[src/rtl/pkt_segmenter.sv]
module pkt_segmenter #(
  parameter int AW   = 16,
  parameter int DW   = 32,
  parameter int LW   = 8,
  parameter int MAXW = 4
) (
  input  logic          clk,
  input  logic          rst_n,
  input  logic          dma_valid,
  output logic          dma_ready,
  input  logic          dma_write,
  input  logic [AW-1:0] dma_src,
  input  logic [AW-1:0] dma_dst,
  input  logic [LW-1:0] dma_len,
  input  logic          cc_valid,
  output logic          cc_ready,
  input  logic          cc_write,
  input  logic [AW-1:0] cc_src,
  input  logic [AW-1:0] cc_dst,
  input  logic [LW-1:0] cc_len,
  output logic [AW-1:0] mem_addr,
  input  logic [DW-1:0] mem_rdata,
  output logic          out_valid,
  input  logic          out_ready,
  output logic          out_head,
  output logic          out_last,
  output logic          out_write,
  output logic [AW-1:0] out_src,
  output logic [AW-1:0] out_dst,
  output logic [LW-1:0] out_len,
  output logic [DW-1:0] out_data
);
  localparam logic [LW-1:0] SEGMAX = LW'(MAXW);

  // context 0 = DMA, context 1 = cache
  logic [1:0]    busy, wr, ld, in_wr;
  logic [AW-1:0] src [2];
  logic [AW-1:0] dst [2];
  logic [LW-1:0] rem [2];
  logic [AW-1:0] in_src [2];
  logic [AW-1:0] in_dst [2];
  logic [LW-1:0] in_len [2];

  logic          act, sel, body;
  logic [LW-1:0] cnt, seg;
  logic          fire, pkt_end;

  assign in_wr     = {cc_write, dma_write};
  assign in_src[0] = dma_src;
  assign in_src[1] = cc_src;
  assign in_dst[0] = dma_dst;
  assign in_dst[1] = cc_dst;
  assign in_len[0] = dma_len;
  assign in_len[1] = cc_len;

  assign dma_ready = !busy[0];
  assign cc_ready  = !busy[1];
  assign ld[0] = dma_valid && dma_ready && dma_len != '0;
  assign ld[1] = cc_valid && cc_ready && cc_len != '0;

  assign seg       = (rem[sel] > SEGMAX) ? SEGMAX : rem[sel];
  assign out_valid = act;
  assign out_head  = !body;
  assign out_last  = body ? (cnt == seg - 1'b1) : !wr[sel];
  assign out_write = wr[sel];
  assign out_src   = src[sel];
  assign out_dst   = dst[sel];
  assign out_len   = seg;
  assign mem_addr  = src[sel] + AW'(cnt);
  assign out_data  = body ? mem_rdata : '0;
  assign fire      = out_valid && out_ready;
  assign pkt_end   = fire && out_last;

  always_ff @(posedge clk) begin
    if (!rst_n) begin
      busy <= '0;
      wr   <= '0;
      for (int i = 0; i < 2; i++) begin
        src[i] <= '0;
        dst[i] <= '0;
        rem[i] <= '0;
      end
    end else begin
      for (int i = 0; i < 2; i++) begin
        if (ld[i]) begin
          busy[i] <= 1'b1;
          wr[i]   <= in_wr[i];
          src[i]  <= in_src[i];
          dst[i]  <= in_dst[i];
          rem[i]  <= in_len[i];
        end else if (pkt_end && sel == 1'(i)) begin
          src[i]  <= src[i] + AW'(seg);
          dst[i]  <= dst[i] + AW'(seg);
          rem[i]  <= rem[i] - seg;
          busy[i] <= rem[i] != seg;
        end
      end
    end
  end

  always_ff @(posedge clk) begin
    if (!rst_n) begin
      act  <= 1'b0;
      sel  <= 1'b0;
      body <= 1'b0;
      cnt  <= '0;
    end else if (!act) begin
      body <= 1'b0;
      cnt  <= '0;
      if (busy[1]) begin
        act <= 1'b1;
        sel <= 1'b1;
      end else if (busy[0]) begin
        act <= 1'b1;
        sel <= 1'b0;
      end
    end else if (fire) begin
      if (pkt_end) begin
        act  <= 1'b0;
        body <= 1'b0;
        cnt  <= '0;
      end else if (!body) begin
        body <= 1'b1;
      end else begin
        cnt <= cnt + 1'b1;
      end
    end
  end


  hold_beat_chk: assert property (@(posedge clk) disable iff (!rst_n)
    out_valid && !out_ready |=> out_valid && $stable({out_head, out_last, out_write,
                                               out_src, out_dst, out_len, out_data}));

  read_hdr_only_chk: assert property (@(posedge clk) disable iff (!rst_n)
    out_valid && out_head && !out_write |-> out_last);

  seg_len_range_chk: assert property (@(posedge clk) disable iff (!rst_n)
    out_valid |-> out_len != '0 && out_len <= SEGMAX);

  cache_first_chk: assert property (@(posedge clk) disable iff (!rst_n)
    !act && busy[1] |=> act && sel);

  no_switch_mid_pkt_chk: assert property (@(posedge clk) disable iff (!rst_n)
    act && !pkt_end |=> act && $stable(sel));

  payload_count_chk: assert property (@(posedge clk) disable iff (!rst_n)
    out_valid && !out_head |-> out_write && cnt < out_len);
endmodule

[config.mk]
export PLATFORM = sky130hd
export DESIGN_NAME = pkt_segmenter
export DESIGN_NICKNAME = d
export VERILOG_FILES = /design/src/rtl/pkt_segmenter.sv
export SDC_FILE = /design/constraint.sdc
export NUM_CORES = 1
export LEC_CHECK = 0
export BUFFER_PORTS_ARGS = -buffer_cell sky130_fd_sc_hd__buf_2
export CORE_AREA = 2 2 90 178
export DETAILED_ROUTE_END_ITERATION = 16
export DIE_AREA = 0 0 92 180
export PLACE_DENSITY = 0.8
export SYNTH_ARGS = -nofsm -noshare
export SYNTH_HDL_FRONTEND = slang
export SYNTH_SLANG_ARGS = --single-unit
[constraint.sdc]
create_clock -name clk -period 8.3 [get_ports clk]
set_clock_uncertainty 0.15 [all_clocks]
set_input_delay 0 -clock clk [delete_from_list [all_inputs] [get_ports clk]]
set_output_delay 0 -clock clk [all_outputs]
set_load 0.05 [all_outputs]
[After elaboration in Yosys (flattened, before gate mapping)]
Memories as Yosys holds them, arrays and structs flattened. A register that Yosys moved wholly into a read port is not among the register bits.
Cells that the tools add are included.
Operators by class
  $add $sub $neg: 9
  $mul: 0
  div/mod/pow operators: 0
  $lt $le $gt $ge: 2
  equal/unequal tests: 3
  shift-type cells: 0
  multiplexer cells: 51
  bitwise gates (word level): 14
  reduce and logical (&&, ||, !) cells: 21
Operators with widths (count)
  16-bit 2-to-1 mux: 8
  16-bit by 8-bit adder with 16-bit output: 5
  8-bit 2-to-1 mux: 7
  1-bit 2-to-1 mux: 35
  32-bit 2-to-1 mux: 1
  8-bit inequality test: 2
  8-bit nonzero test: 2
  8-bit subtractor: 2
  1-bit bitwise OR: 12
  8-bit by 1-bit adder with 8-bit output, second input constant: 1
  8-bit equality test: 1
  8-bit by 3-bit > comparator with 1-bit output, second input constant: 1
  1-bit logical AND: 8
  2-bit nonzero test: 4
  8-bit by 1-bit subtractor with 8-bit output, second input constant: 1
  2-bit AND reduction: 3
  1-bit logical NOT: 4
  1-bit by 2-bit < comparator with 1-bit output, second input constant: 1
  1-bit inverter: 2
Word-level totals
  register bits: 15
  latch bits: 0
  bits in writable memories: 80
  bits in read-only memories: 0
  input bits: 119
  memories: 3
Memories
  dst: depth 2, bits a word 16, read ports 3, clocked after memory_dff 1, wr ports 2, line 38  | logic [AW-1:0] dst [2];
  src: depth 2, bits a word 16, read ports 3, clocked after memory_dff 1, wr ports 2, line 37  | logic [AW-1:0] src [2];
  rem: depth 2, bits a word 8, read ports 3, clocked after memory_dff 1, wr ports 2, line 39  | logic [LW-1:0] rem [2];

[Depth between registers and ports, before layout]
Gate-level depths: netlist of run 1.
  word-level depth: 12
  gate-level depth with buffers: 17
  gate-level depth less buffers: 14

[Worst setup path before layout of run 1]
OpenSTA, ideal clock, no wires.
  kind: register to register
  start point: mem rem[0][3]
  end point: mem dst[0][0] (enable)
  data arrival time: 5.297 ns
  required time: 7.701 ns
  path slack: 2.404 ns
  cell stages (with the launch flop): 13
  clock period less this slack: 5.896 ns
  cell sequence: edfxtp_1 > or4_4 > o2bb2ai_1 > nand2_1 > inv_1 > nand2_1 > ha_1 > or4_1 > nand2_1 > o2111ai_1 > a221oi_2 > o21ai_2 > o211ai_1
RTL lines (line)
  start, declared: 39
  end, declared: 38

==> results of run 1 <==
logic make-up after synthesis:
group                    after synthesis
adder cells (fa/ha/maj)               63
AO/OA/AOI/OAI                        194
multiplexers                          56
XOR/XNOR                              75
flip-flops                            96
buffers and inverters                 85
AND/OR/NAND/NOR                      274
other                                  2
synthesized netlist by cell type, types with 27 or more instances:
cell type,count,area share [%]
sky130_fd_sc_hd__o21ai_0,41,2.5
sky130_fd_sc_hd__xnor2_1,47,5.1
sky130_fd_sc_hd__mux2_2,27,3.8
sky130_fd_sc_hd__inv_1,46,2.1
sky130_fd_sc_hd__mux2i_1,29,3.6
sky130_fd_sc_hd__nor2_1,101,4.7
sky130_fd_sc_hd__xor2_1,28,3.0
sky130_fd_sc_hd__a32o_1,37,4.6
sky130_fd_sc_hd__ha_1,56,8.7
sky130_fd_sc_hd__and2_1,35,2.7
sky130_fd_sc_hd__edfxtp_1,80,30
sky130_fd_sc_hd__nand2_1,38,1.8
area by class of cell:
class / count / area, µm² / share of cell area [%]
Clock buffer: 11 / 233 / 2.23
Clock inverter: 5 / 57.6 / 0.551
Inverter: 46 / 173 / 1.65
Multi-Input combinational cell: 695 / 5090 / 48.7
Sequential cell: 96 / 2720 / 26.1
Tap cell: 198 / 248 / 2.37
Timing Repair Buffer: 298 / 1930 / 18.5
per-layer routing:
layer | vias to the layer above | wire, µm | GRT usage (%)
li1 | 3673 | - | -
met1 | 3643 | 8490 | 30.1
met2 | 371 | 14300 | 58.6
met3 | 100 | 1350 | 3.65
met4 | 0 | 2010 | 22.3
met5 | - | 0 | 0
sequential cells by signal, summed over array words and instances (netlist names), named ones only:
name	count
cnt	8
body	1
rem	16
sel	1
out_valid	1
wr	2
src	32
busy	2
dst	32
worst max-delay path, cell delays in order, from the launching register on:
cell and delay [ns]:
sky130_fd_sc_hd__dfxtp_2 0.57, sky130_fd_sc_hd__buf_4 0.42, sky130_fd_sc_hd__nor4b_1 0.52, sky130_fd_sc_hd__o2bb2ai_1 0.22
sky130_fd_sc_hd__nand2_1 0.23, sky130_fd_sc_hd__inv_1 0.16, sky130_fd_sc_hd__nand2_1 0.31, sky130_fd_sc_hd__ha_1 0.36
sky130_fd_sc_hd__or4_1 0.40, sky130_fd_sc_hd__nand2_1 0.09, sky130_fd_sc_hd__o2111ai_1 0.15, sky130_fd_sc_hd__a221o_1 0.48
sky130_fd_sc_hd__a21oi_4 0.77, sky130_fd_sc_hd__buf_4 0.54, sky130_fd_sc_hd__mux2i_1 0.24, sky130_fd_sc_hd__nor2_1 0.06
what timing repair did:
item,CTS,global route
hold buffers,84,0
endpoints found under the hold margin,85,0
endpoints found under the setup margin,0,0
resized for setup,0,0
where the power goes:
group / internal (W) / switching, W
Combinational: 0.000265 / 0.000466
Sequential: 0.000584 / 0.0000583
Clock: 0.000234 / 0.000191
Total: 0.00108 / 0.000716
stage by stage:
stage | hold WS, ns | worst slack, ns
floorplan | -0.0342 | 2.40
global placement | 0.105 | 2.57
detailed placement | 0.121 | 2.37
global route | 0.0147 | 1.94
CTS | 0.00186 | 2.34
finish | 0.00639 | 2.30
how the worst min path moves through the flow:
stage,startpoint,slack [ns],cells past startpoint,end
after floorplan,out_ready,-0.03,2,body
after global placement,dma_write,0.11,3,wr[0]
after detailed placement,dma_write,0.12,3,wr[0]
after CTS,dma_dst[15],0.002,3,dst[0][15]
after global routing,dma_dst[15],0.01,3,dst[0][15]
final,dma_dst[15],0.006,3,dst[0][15]
==> results.md, run 1 <==
- TritonCTS built the clock tree.
- The adder-cell share of the synthesized area is 10.4%.
- The number of max-slew violations in the final report was 0.
- In this run the standard cell core region covers 0.0152 mm².
- The unique cell type count in the Yosys netlist is 63.
- The final cell utilization of the core is 68.7%.
- Adding up every negative setup slack in the final design gives 0 ns.
- The path category of the worst min-delay check is in -> reg.
- The nature of the critical path endpoint is a register.
- In this run the worst path has a maximum fanout of 35.
- Derived from the worst setup path, the maximum achievable clock frequency is 167 MHz.
- CTS built an H-tree with a depth of 3.
- For flop-to-flop paths, the worst setup slack is 2.30 ns.
- Buffers inserted during clock tree synthesis total 9.
- The finished cells cover 0.0105 mm².
- The standard cell area after detailed placement is about 0.0093 mm².
- For this run, design rule violations remaining after detail routing come to 0.
- VDD sags by at most a little under 0.1 mV.
- Measured against its own limit, the worst slew margin works out to 28.1%.
- The run finished with clean final reports.
- The most used flip-flop cell after synthesis is sky130_fd_sc_hd__edfxtp_1.
- The post-synthesis async set-or-reset flop share is 0%.
- The die covers about 0.017 mm².
- The synthesized design contains 96 register bits.
- For the pin with the worst max-slew slack, the measured transition is 1.08 ns.
- For the worst setup path, the data required time is 8.24 ns.
- The fraction of synthesized cell area in xor and xnor cells is 8.14%.
- In this run the vertical extent of the chip is 180 µm.
- The source-to-sink clock delay at the later pin of the worst-skew pair is 0.35 ns.
- The worst setup path category is reg -> reg.
- The global-route congestion overflow total is 0.
- The layout has around 1200 filler cells.
- Dividing total power by cell area gives a power density of 172 mW/mm².
- The area share of and/or/nand/nor cells after synthesis is 16.7%.
- The clock net in this run drives a total of 96 sinks.
- The net count of the finished layout is 1328.
- The first global-routing pass estimated 39.6 mm of wire.
- The path depth of the worst reg2reg path is 15.
- Setup repair after global routing left no endpoint under its margin.
- The pin count of the biggest net entering global routing is between 50 and 60.
- The post-detailed-route wirelength per cell is between 15 and 20 µm.
- In this run, placement finished with an instance count of ~1200.
- Compared with the post-synthesis result, the final layout area differs by 29.5%.
- The average size of a mapped cell is roughly 9.6 µm².
- Summing the sequential cell areas from Yosys gives 33.7% of the chip area.
- The repair_antennas step left the layout with diodes totalling 0.
- Max-cap violations in this run came to 0.
- The netlist area before placement is 0.00807 mm².
- The via count of the first global-routing pass was 7942.
- Once detail routing completed, the nets flagged for antenna violations numbered 0.
- By area, the combinational part of the netlist is dominated by compound AO/OA/AOI/OAI gates.
- The total power consumption of the routed design is 0.00180 W.
- The final-report hold violation count came to 0.
- The clock passes through at most 2 buffers.
- The signal arrival time at the worst endpoint is 5.94 ns.
- The total half-perimeter wirelength after legalization and detailed placement is 19.5 mm.
- The initial cell density of the core is 53.1%.
- The floorplan row count is 64.
- The area fraction in compound gates after synthesis is 18.5%.
- The startpoint kind of the worst setup timing path is a register.
- The via count is 7787.
- The first routing iteration left ~430 violations.
- In the layout the commonest cells are sky130_fd_sc_hd__buf_2, sky130_fd_sc_hd__nor2_1, sky130_fd_sc_hd__dlygate4sd3_1.
- The endpoint identified for the worst register-to-register timing path is src[0][1].
- In the synthesized netlist, mux cells make up 7.36% of the area.
- The number of iterations in the first detailed-routing pass is 5.
- Global routing used 31.1% of the available tracks across all layers.
- The number of setup violations in the final report is 0.
- The number of enable-type register cells in the synthesized netlist is 80.
- The number of antenna violations at the first check in global routing is 0.
- The routed design could run at a clock period as short as 6.00 ns.
- The clock root buffer is sky130_fd_sc_hd__clkbuf_16.
- The synthesized instance count is about 850.
- The die is 92 µm wide.
- The most common cell after layout, fill and taps aside is sky130_fd_sc_hd__buf_2.
- The leakage power of the design is 4.59 nW.
- For this block, the routed nets add up to 26.1 mm of wire.
- The global placer's final weighted congestion is ~0.97.
- During synthesis, Yosys emitted a total of 0 warnings.
- The fraction of final layout cells with drive strength greater than 1 is 24.6%.
- The post-CTS repair timing setup buffer count is 0.
- For this design the top-level I/O count stands at 213.
- The clock transition at the registers of the reported paths is 0.07 ns.
- After layout, the worst path uses 72.3% of the clock period.
- Buffers placed on the I/O ports in this run total 207.
- In the routed layout, each cell is associated on average with a via count of 5.77.
- For this run, the number of standard cells in the final layout without fillers is 1349.
- The worst setup path endpoint is src[0][1].
Power figures use the tool's default switching activity.
==> inputs of run 2 (changes only) <==
==> constraint.sdc (replaced) <==
create_clock -name clk -period 5.9 [get_ports clk]
set_clock_uncertainty 0.15 [all_clocks]
set_input_delay 0 -clock clk [delete_from_list [all_inputs] [get_ports clk]]
set_output_delay 0 -clock clk [all_outputs]
set_load 0.05 [all_outputs]
==> run 2 against run 1 <==
Net effect:
- global-route usage decreased by 0.79 points
- final area increased by 0.79%
- power increased by 42%
- largest power group unchanged
==> results.md, run 2 (synthesized netlist as in run 1, its figures left out) <==
- The flow ran to the end, and the final reports show no timing, DRC or antenna violations.
- The share of total power in the clock network is 24.4% (+0.8 points).
- The net switching power of the design came to 0.000998 W (+39%).
- The post-CTS repair timing setup buffer count came to 0 (unchanged).
- The global-route congestion overflow total is 0 (unchanged).
- The final worst-path setup slack was 0.901 ns (-1.40 ns).
- The amount of wire on met2 after detailed routing is 14.1 mm (-1.4%).
- The family with the most delay on the worst path is simple AND/OR/NAND/NOR gates.
- The vertical die dimension is 180 µm (unchanged).
- The maximum single-stage delay on the critical path was 0.78 ns (about the same).
- The part of the power in combinational logic is 40.3% (-0.3 points).
- The floorplan row count was 64 (unchanged).
- The cell count after placement is 1254 (+0.40%).
- The layout net count is 1333 (+0.38%).
- The actual transition at the worst max-transition pin is 1.07 ns (-0.00403 ns).
- The cell-internal power is 0.00156 W (+44%).
- The achievable clock frequency is 200 MHz (+20%).
- The pin count of the biggest net entering global routing is 52 (unchanged).
- The leakage power of the design was 4.65 nW (+1.2%).
- The global-route wire length before repair is 38.9 mm (-1.7%).
- The number of H-tree branching levels is 3 (unchanged).
- The via count of the first global-routing pass is 7910 (-0.40%).
- The initial cell density of the core came to 53.1% (unchanged).
- The path category of the worst min-delay check is in -> reg.
- The maximum fanout count along the critical path is 24 (-31%).
- The clock net sink count is 96 (unchanged).
- The max-cap check violation count came to 0 (unchanged).
- The signal arrival time at the worst endpoint is 4.91 ns (-1.03 ns).
- The total global-route track usage was 30.3% (-0.79 points).
- The count of boundary I/O pins is 213 (unchanged).
- The source-to-sink clock delay at the later pin of the worst-skew pair came to 0.36 ns (about the same).
- The most common cell after layout, fill and taps aside is sky130_fd_sc_hd__buf_2.
- The share of the clock period used by the worst path after layout was 84.7% (+12 points).
- The core area came to 0.0152 mm² (unchanged).
- The power density over the cells is 243 mW/mm² (+41%).
- The cell with the largest stage delay on the worst path is sky130_fd_sc_hd__nor4b_1.
- The share of power burned in registers came to 35.2% (-0.5 points).
- The clock root buffer is sky130_fd_sc_hd__clkbuf_16.
- The count of buffer and inverter cells on the critical path came to 2 (-1).
- Walking the worst path, the cells encountered are nor4b_1 > o2bb2ai_1 > nand2_1 > inv_1 > nand2_1 > ha_1 > or4_1 > nand2_1 > o2111ai_1 > a221o_1 > a21oi_1 > or2_2 > buf_4.
- The total power consumption of the routed design is 0.00256 W (+42%).
- TritonCTS built the clock tree.
- The ratio of routed vias to standard cells is 5.77 (about the same).
- The final-report hold violation count was 0 (unchanged).
- The switching power share of the total was 39.0% (-0.81 points).
- The number of port buffers was 207 (unchanged).
- The number of max-slew violations in the final report was 0 (unchanged).
- The maximum ir drop on the vdd rail was 0.165 mV (+67%).
- The detailed-route wire length is 25.5 mm (-2.3%).
- The post-route minimum period was 5.00 ns (-1.00 ns).
- The total half-perimeter wirelength after legalization and detailed placement came to 19.2 mm (-1.7%).
- The final cell utilization of the core is 69.2% (+0.54 points).
- The remaining antenna violation count was 0 (unchanged).
- The number of buffers created by CTS was 9 (unchanged).
- The count of routing violations after the opening detailed-route iteration was 481 (+12%).
- The global placer's final weighted congestion is 0.971 (+0.11%).
- The number of iterations in the first detailed-routing pass is 5 (unchanged).
- The routed length on met1 is 8.30 mm (-2.3%).
- The data required time at the worst endpoint is 5.81 ns (-2.43 ns).
- The total DRC errors in the routed layout is 0 (unchanged).
- The layout overhead on the synthesized area is 30.5%.
- The post-route setup TNS came to 0 ns (unchanged).
- The number of antenna violations at the first check in global routing is 0 (unchanged).
- Setup repair after global routing left no endpoint under its margin.
- The die span in x is 92 µm (unchanged).
- The highest layer touched by signal routing is met4.
- The non-filler instance count after layout is 1354 (+0.37%).
- The antenna diode instance count came to 0 (unchanged).
- STA classifies the critical path endpoint as a register.
- The number of setup violations in the final report is 0 (unchanged).
- The via count is 7816 (+0.37%).
- The max-slew headroom at the worst pin is 28.3% (+0.27 points).
- The critical path is of the reg -> reg type.
- The worst setup path is launched from a register.
- The setup slack after placement is 0.994 ns (-1.37 ns).
- The fraction of final layout cells with drive strength greater than 1 is 24.9% (+0.33 points).
- The routed length on met3 is 1.52 mm (+12%).
- By instance count, the cell type seen most on the critical path is sky130_fd_sc_hd__nand2_1.
- The full die area is 0.0166 mm² (unchanged).
- The library cells used most frequently in the layout, excluding fill and tap cells, are sky130_fd_sc_hd__buf_2, sky130_fd_sc_hd__nor2_1, sky130_fd_sc_hd__dlygate4sd3_1.
- The clock transition at the registers of the reported paths came to 0.07 ns (about the same).
- The largest registers in the layout are dst (32), src (32), rem (16).
- The filler cell count is 1220 (-0.33%).
- The largest buffer count on any clock path was 2 (unchanged).
- The post-detailed-route wirelength per cell is 18.8 µm (-2.7%).
-- run 2: cell count changes in the layout (fill, tap and decap cells not counted) --
| cell | previous run | this run |
|---|---|---|
| sky130_fd_sc_hd__buf_12 | 0 | 1 |
| sky130_fd_sc_hd__clkbuf_16 | 9 | 12 |
| sky130_fd_sc_hd__clkinvlp_4 | 3 | 0 |
| sky130_fd_sc_hd__clkinv_2 | 1 | 0 |
| sky130_fd_sc_hd__buf_4 | 7 | 11 |
| sky130_fd_sc_hd__inv_4 | 0 | 1 |
| sky130_fd_sc_hd__bufinv_16 | 1 | 0 |
| sky130_fd_sc_hd__clkinv_4 | 0 | 1 |
-- run 2: worst min-delay path, stage by stage --
cell and delay, ns:
sky130_fd_sc_hd__buf_2 0.12, sky130_fd_sc_hd__o21ai_0 0.13, sky130_fd_sc_hd__a21oi_1 0.08
-- run 2: repair_timing --
item                                   4_1_cts  5_1_grt
hold buffers                                84        0
setup endpoints to repair                    0        0
gates resized for setup                      0        0
endpoints found under the hold margin       85        0
-- run 2: layout make-up --
type / count / area, µm² / area share, %
Clock buffer: 14 / 308 / 2.92
Clock inverter: 2 / 15.0 / 0.143
Inverter: 46 / 173 / 1.64
Multi-Input combinational cell: 695 / 5090 / 48.3
Sequential cell: 96 / 2720 / 25.9
Tap cell: 198 / 248 / 2.35
Timing Repair Buffer: 303 / 1980 / 18.8
-- run 2: final timing paths --
check             cells past startpoint  slack, ns       start          to
setup / recovery                     13       0.90    register  src[1][10]
hold / removal                        3      0.003  dma_len[6]   rem[0][6]
setup reg to reg                     13       0.90    register  src[1][10]
hold reg to reg                       1       0.37     busy[0]   out_valid
-- run 2: power groups by stage --
stage | clock network, W | logic [W] | registers (W)
after global routing | 0.000650 | 0.00111 | 0.000906
after floorplan | 0 | 0.000750 | 0.000877
after CTS | 0.000630 | 0.00102 | 0.000898
after global placement | 0 | 0.000958 | 0.000911
final | 0.000626 | 0.00103 | 0.000901
after detailed placement | 0 | 0.000970 | 0.000913
-- run 2: stage by stage --
step           hold slack, ns  cell area, µm²
3_5_place_dp            0.116            9370
4_1_cts                0.0206           10500
6_report              0.00267           10500
3_3_place_gp            0.111            9370
2_1_floorplan         -0.0342            8190
5_1_grt                0.0480           10500
-- run 2: layer usage --
layer	up-vias	global-route usage (%)
met5	-	0
met4	0	18.8
met3	106	3.23
met2	395	59.4
met1	3641	28.8
li1	3674	-
